==> config.mk <==
export PLATFORM = sky130hd
export DESIGN_NAME = prog_delay_line
export DESIGN_NICKNAME = d
export VERILOG_FILES = /design/src/rtl/pdl_pkg.sv /design/src/rtl/pdl_sel_reg.sv /design/src/rtl/pdl_lag_ctrl.sv /design/src/rtl/pdl_casc_out.sv /design/src/rtl/pdl_ring.sv /design/src/rtl/prog_delay_line.sv
export SDC_FILE = /design/constraint.sdc
export NUM_CORES = 2
export LEC_CHECK = 0
export ABC_CLOCK_PERIOD_IN_PS = 10300
export BUFFER_PORTS_ARGS = -buffer_cell sky130_fd_sc_hd__buf_2
export CAP_MARGIN = 20
export CORE_MARGIN = 2
export CORE_UTILIZATION = 40
export DETAILED_ROUTE_END_ITERATION = 10
export HOLD_SLACK_MARGIN = 0.06
export PLACE_DENSITY_LB_ADDON = 0.05
export RECOVER_POWER = 100
export SYNTH_ARGS = -nofsm -noshare
export SYNTH_HDL_FRONTEND = slang
export SYNTH_HIERARCHICAL = 1
export SYNTH_SLANG_ARGS = --single-unit
export TNS_END_PERCENT = 10
==> constraint.sdc <==
create_clock -name clk -period 10.3 [get_ports clk]
set_input_delay 0 -clock clk [delete_from_list [all_inputs] [get_ports clk]]
set_output_delay 0 -clock clk [all_outputs]
set_load 0.05 [all_outputs]
==> src/rtl/pdl_pkg.sv <==
`timescale 1ns/1ps
package pdl_pkg;

  typedef enum logic [1:0] {
    OVR_NONE = 2'd0,
    OVR_MIN  = 2'd1,
    OVR_MAX  = 2'd2
  } ovr_t;

  // minimum request outranks maximum request
  function automatic ovr_t resolve_ovr(input logic want_min, input logic want_max);
    if (want_min)      return OVR_MIN;
    else if (want_max) return OVR_MAX;
    else               return OVR_NONE;
  endfunction

endpackage

==> src/rtl/pdl_sel_reg.sv <==
`timescale 1ns/1ps
module pdl_sel_reg #(
  parameter int CODE_W = 10
) (
  input  logic              clk,
  input  logic              rst,
  input  logic              hold,
  input  logic [CODE_W-1:0] code_in,
  input  logic              casc_in,
  output logic [CODE_W-1:0] code_q,
  output logic              casc_q
);

  always_ff @(posedge clk) begin
    if (rst) begin
      code_q <= '0;
      casc_q <= 1'b0;
    end else if (!hold) begin
      code_q <= code_in;
      casc_q <= casc_in;
    end
  end

endmodule

==> src/rtl/pdl_lag_ctrl.sv <==
`timescale 1ns/1ps
module pdl_lag_ctrl #(
  parameter int CODE_W     = 10,
  parameter int MIN_CYCLES = 2,
  parameter int AW         = CODE_W + 1
) (
  input  logic              [CODE_W-1:0] code_q,
  input  logic                           force_min,
  input  logic                           force_max,
  output pdl_pkg::ovr_t                  mode,
  output logic              [AW-1:0]     lag
);

  localparam logic [AW-1:0] LAG_MIN = AW'(MIN_CYCLES);
  localparam logic [AW-1:0] LAG_MAX = AW'(MIN_CYCLES + (1 << CODE_W));

  always_comb begin
    mode = pdl_pkg::resolve_ovr(force_min, force_max);
    unique case (mode)
      pdl_pkg::OVR_MIN: lag = LAG_MIN;
      pdl_pkg::OVR_MAX: lag = LAG_MAX;
      default:          lag = LAG_MIN + {{(AW-CODE_W){1'b0}}, code_q};
    endcase
  end

endmodule

==> src/rtl/pdl_casc_out.sv <==
`timescale 1ns/1ps
module pdl_casc_out (
  input  logic          clk,
  input  logic          rst,
  input  pdl_pkg::ovr_t mode,
  input  logic          casc_q,
  output logic          casc,
  output logic          casc_n
);

  logic nxt;

  always_comb begin
    unique case (mode)
      pdl_pkg::OVR_MIN: nxt = 1'b0;
      pdl_pkg::OVR_MAX: nxt = 1'b1;
      default:          nxt = casc_q;
    endcase
  end

  always_ff @(posedge clk) begin
    if (rst) begin
      casc   <= 1'b0;
      casc_n <= 1'b1;
    end else begin
      casc   <= nxt;
      casc_n <= ~nxt;
    end
  end

endmodule

==> src/rtl/pdl_ring.sv <==
`timescale 1ns/1ps
module pdl_ring #(
  parameter int AW = 11
) (
  input  logic          clk,
  input  logic          rst,
  input  logic          din,
  input  logic [AW-1:0] lag,
  input  logic          out_off,
  output logic          dout
);

  localparam int DEPTH = 1 << AW;

  logic          mem [DEPTH];
  logic [AW-1:0] wr_ptr;
  logic [AW-1:0] rd_ptr;

  assign rd_ptr = wr_ptr - lag;

  always_ff @(posedge clk) begin
    if (rst) wr_ptr <= '0;
    else     wr_ptr <= wr_ptr + 1'b1;
  end

  // plain write port, no reset on the array
  always_ff @(posedge clk) begin
    mem[wr_ptr] <= din;
  end

  always_ff @(posedge clk) begin
    if (rst)          dout <= 1'b0;
    else if (out_off) dout <= 1'b0;
    else              dout <= mem[rd_ptr];
  end

endmodule

==> src/rtl/prog_delay_line.sv <==
`timescale 1ns/1ps
module prog_delay_line #(
  parameter int CODE_W     = 10,
  parameter int MIN_CYCLES = 2
) (
  input  logic              clk,
  input  logic              rst,
  input  logic              din,
  input  logic [CODE_W-1:0] code,
  input  logic              casc_sel,
  input  logic              hold,
  input  logic              force_min,
  input  logic              force_max,
  input  logic              out_off,
  output logic              dout,
  output logic              casc,
  output logic              casc_n
);

  localparam int AW = CODE_W + 1;

  generate
    if (MIN_CYCLES < 1 || MIN_CYCLES >= (1 << CODE_W)) begin : g_bad_floor
      $error("MIN_CYCLES must be in 1 .. 2**CODE_W-1");
    end
  endgenerate

  logic [CODE_W-1:0] code_q;
  logic              casc_q;
  logic [AW-1:0]     lag;
  pdl_pkg::ovr_t     mode;

  pdl_sel_reg #(.CODE_W(CODE_W)) i_sel (
    .clk(clk), .rst(rst), .hold(hold),
    .code_in(code), .casc_in(casc_sel),
    .code_q(code_q), .casc_q(casc_q)
  );

  pdl_lag_ctrl #(.CODE_W(CODE_W), .MIN_CYCLES(MIN_CYCLES), .AW(AW)) i_lag (
    .code_q(code_q), .force_min(force_min), .force_max(force_max),
    .mode(mode), .lag(lag)
  );

  pdl_ring #(.AW(AW)) i_ring (
    .clk(clk), .rst(rst), .din(din), .lag(lag),
    .out_off(out_off), .dout(dout)
  );

  pdl_casc_out i_casc (
    .clk(clk), .rst(rst), .mode(mode), .casc_q(casc_q),
    .casc(casc), .casc_n(casc_n)
  );

endmodule

# Word-level counts from Yosys, hierarchy flattened
# Memory sizes are Yosys's and may differ from the RTL's. A register that Yosys moved wholly into a read port is not among the register bits.
# Index checks and enable logic that the tools add are counted.
# totals
regBits	24
ramBits	2048
in_bits	18
output_inout_bits	3
elab_cells	17
mem_count	1
# op_classes
add_sub_neg	3
eq_ne	2
mux	4
bitwise	1
n_reduce_logical	1
# mem_list
memory	depth	word_bits	read_ports	rd_clocked_by_memory_dff	wr	line	source
i_ring.mem	2048	1	1	1	1	pdl_ring.sv:15	logic mem [DEPTH];
# ops
cell	n
$pmux 11 s2	1
$add 11x1->11 const B	1
$add 2x10->11 const A	1
$sub 11x11->11	1
$mux 2	2
$eq 2x1->1 const B	1
$eq 2x2->1 const B	1
$pmux 1 s2	1
$reduce_or 2->1	1
$not 1->1	1

# Depth between registers and ports, before layout
# logic_depth
ltp_word	5
depth_mapped	20
ltp_nobuf	16

# Hierarchy
# The synthesis kept the hierarchy.
# modules_own_cells
module	instances	cells_per_inst	area_per_inst_um2	seq_area_each_um2
pdl_ring	1	6086	89300.6	61739.2
pdl_sel_reg	1	35	386.6	220.2
pdl_lag_ctrl	1	36	214.0	0.0
pdl_casc_out	1	10	97.6	40.0

# Worst setup path after synthesis
# OpenSTA, ideal clock, no wires.
# synth_timing
kind	register -> register
startpoint	register i_ring.wr_ptr[0]
endpoint	register i_ring.dout (read register of i_ring.mem)
setup_ps	128
arrival_time_ps	3513
required_time_ps	10172
path_slack_ps	6659
path_stages_with_launch	15
path_buffers	2
synth_period_minus_slack_ps	3641
cell_sequence	dfxtp_1 -> inv_1 -> ha_1 -> fa_1 -> xnor2_2 -> buf_4 -> buf_2 -> mux4_2 -> mux4_2 -> mux2i_1 -> o2111ai_1 -> a21o_1 -> a31oi_1 -> nand4b_1 -> a211oi_2
# synth_via
elab_chain_cells	1
# synth_rtl
element	line	source
from (decl)	pdl_ring.sv:16	logic [AW-1:0] wr_ptr;
from (signal assigned)	pdl_ring.sv:23	else wr_ptr <= wr_ptr + 1'b1;
$sub 11x11->11	pdl_ring.sv:19	assign rd_ptr = wr_ptr - lag;
to (decl)	pdl_ring.sv:10	output logic dout
# Every way passes these cells.
# A chain may end at the register's enable or synchronous reset.

# Worst setup path after layout
# layout_timing
startpoint	register i_ring.wr_ptr[0]
endpoint	memory i_ring.mem[654] (enable)
# layout_rtl
element	line
to (decl)	pdl_ring.sv:15
# Straight into the memory's write port.

==> out/metrics.cfg <==
[status]
violations=capacitance limit, slew limit
status=complete, but fails checks

[timing]
hold_viol=0
slew_headroom_pct=-213
setup_ws_ps=2550
min_period_ps=7750
worst_slew_pin_slew_ps=4700
slew_viol_final=3199
grt_setup_unrepaired=no
timing.hold.ws_ps=204
clock.fmax_ghz=0.129
setup_violations=0
period_share_pct=75.2
finClkSkew_ps=20.8
tns_ps=0

[detailed_routing]
routed_via_density=5.80
drt_iter0_markers=6722
avgRoutedWirePerCell_um=31.8
ant_nets=0
drc_errors=0
wirelength_um=294000
firstDrtPassIters=5
vias=53600

[place]
pre_cts_ws_ps=4060
numPortBuffers=20
gp_congestion=0.775
dpl.hpwl_um=149000

[worst_setup_path]
crit_required_ps=10800
path_buf_inv=3
crit_cells=6
crit_fanout=28
end_kind=flip-flop
cp-start-kind=flip-flop
critPathKind=reg2reg
critPathArrivalTime_ps=8250
crit_slowest_cell=clkbuf_1
cp_common_cell=clkbuf_1
cp_top_family=buffers and inverters
crit_chain=inv_1 -> ha_1 -> nand3_1 -> clkbuf_1 -> clkbuf_1 -> nor2_1
critPathMaxStageDelay_ps=2860
r2r.worst_path.cells=6

[pwr]
power_leakage_uw=0.0296
finalPower_uw=19400
power_density_nw_per_um2=193
peakVddDrop_mv=0.173

[floorplan]
die_x_um=478
die_area_um2=229000
die_h_um=478
rows=174
num_io_pins=21
fp.coreArea_um2=224000
initial_utilization_pct=40.1

[grt]
grt_pass1_wl_um=414000
grt_max_degree=257
gr-total-overflow=0
antenna_found_initial=19
grt_use_total_pct=25.5
grt_pass1_vias=52900

[logic_synthesis]
syn_area_per_cell_um2=14.6
synthesis.area_um2=90000
synthArstFlopShare_pct=0
syn_inst=6167
synth.distinct_cells=72
synth_edf_count=2048
yosys_warnings=6
synthFlopType=edfxtp_1
synth-seq-cells=2073
seq_area_frac_synth_pct=68.9
synth_nets=6204

[layout]
post_route_cells_drive_above_1_share_pct=16.0
area_growth_syn_to_layout_pct=11.8
layout.nets=6105
nFillCells=20400

[cts]
numCtsBuffers=229
htreeDepth=4
post_cts_buffers=0
path_clk_slew_ps=60
clkLatencyLatePin_ps=860
clock-sinks=2073
cts-root-buf=clkbuf_16
cts_buffer_depth=3
cts_tree=built

[hold_path]
hp-class=in2reg
hold_depth=3

[flow_run]
cap_viol_max_count=87

[path summary, 6_finish.rpt]
path / startpoint / end / slack (ps)
min: rst / i_ring/wr_ptr[0] / 200
max reg2reg: i_ring/wr_ptr[0] / i_ring/mem[654] / 2550
max: i_ring/wr_ptr[0] / i_ring/mem[654] / 2550
min reg2reg: i_ring/wr_ptr[0] / i_ring/wr_ptr[0] / 500
[sequential cells by signal, indices dropped and copies added, names as in the netlist]
register and cells:
i_ring/mem 2048, i_ring/dout 1, i_sel/casc_q 1, i_sel/code_q 10
i_casc/casc_n 1, i_casc/casc 1, i_ring/wr_ptr 11
[report_power, final]
part	total (uW)	leakage [uW]	internal (uW)	switching (uW)
Clock	7760	0.00337	4370	3400
Sequential	9290	0.0186	9290	8.12
Combinational	2340	0.00761	839	1500
Total	19400	0.0296	14500	4900
[kinds of logic after synthesis]
family | share of synthesized area (%)
and+or+nand+nor | 11.6
DFF | 68.9
muxes | 14.9
buffers and inverters | 2.91
AOI/OAI and AO/OA | 1.19
xor gates and xnor gates | 0.311
adders and majority gates | 0.272
[cells in the mapped netlist (all sizes together), types with 6 or more instances]
| cell type | count | area [um2] |
|---|---|---|
| a211oi | 12 | 95.1 |
| a21oi | 24 | 124 |
| a311oi | 9 | 78.8 |
| a31oi | 10 | 62.6 |
| a32oi | 17 | 149 |
| and2 | 9 | 56.3 |
| and3 | 19 | 119 |
| buf | 159 | 895 |
| clkbuf | 445 | 1670 |
| dfxtp | 25 | 500 |
| edfxtp | 2048 | 61500 |
| ha | 18 | 225 |
| inv | 14 | 52.6 |
| mux2 | 10 | 113 |
| mux2i | 64 | 641 |
| mux4 | 561 | 12600 |
| nand2 | 325 | 1220 |
| nand3 | 90 | 455 |
| nand4 | 25 | 156 |
| nor2 | 2115 | 7940 |
| nor2b | 14 | 87.6 |
| nor3 | 18 | 90.1 |
| nor3b | 6 | 45.0 |
| o211ai | 7 | 52.6 |
| o21ai | 18 | 90.1 |
| or3 | 6 | 37.5 |
| xnor2 | 13 | 148 |
| xor2 | 13 | 133 |
[worst reg2reg max path: stages, from the launching register on]
cell	delay [ps]
dfxtp_1	420
inv_1	150
ha_1	340
nand3_1	960
clkbuf_1	2870
clkbuf_1	2400
nor2_1	250
[layout make-up]
cell class / count / area [um2] / share of cell area, %
well taps: 2992 / 3740 / 3.72
flip-flops and latches: 2073 / 62000 / 61.6
multi-input cells: 3476 / 25600 / 25.5
repair buffers: 274 / 2290 / 2.28
diodes: 4 / 10.0 / 0.00995
inverters: 14 / 52.6 / 0.0522
clock buffers: 314 / 6200 / 6.16
clock inverters: 99 / 708 / 0.704
[metal layers]
layer,routed length [um],global-route usage [%]
met2,138000,40.2
met1,132000,37.9
met4,5890,5.61
met3,18700,3.34
met5,27,0
[stage by stage]
stage               util [%]  std cells  cell area [um2]
floorplan                  -       6167            90000
global placement        41.5       8716            93100
detailed placement      41.7       8736            93500
CTS                     45.0       9201           101000
global route            44.9       9244           101000
finish                  44.9       9246           101000
[timing repair]
item                      in CTS  in global routing
hold buffers                  52                  0
hold endpoints to repair     115                  0
resized for setup              0                  0
[layout by cell type, fill, tap and decap left out, types with 8 or more instances in the layout]
cell type,count
dlygate4sd3_1,52
buf_12,13
clkinv_2,30
a31oi_1,10
nand2_1,324
xor2_1,8
nand4_1,25
xnor2_1,8
nor2b_1,14
mux2i_1,64
buf_2,16
dfxtp_1,25
clkinv_1,52
clkbuf_16,236
nor3_1,16
and3_1,19
a21oi_1,23
buf_4,62
o21ai_0,17
nor2_1,2112
nand3_1,85
mux4_2,561
ha_1,17
inv_1,14
clkbuf_1,185
bufinv_16,8
a211oi_1,10
mux2_2,10
a32oi_1,17
a311oi_1,9
buf_16,18
edfxtp_1,2048
(Power assumes the default switching activity.)
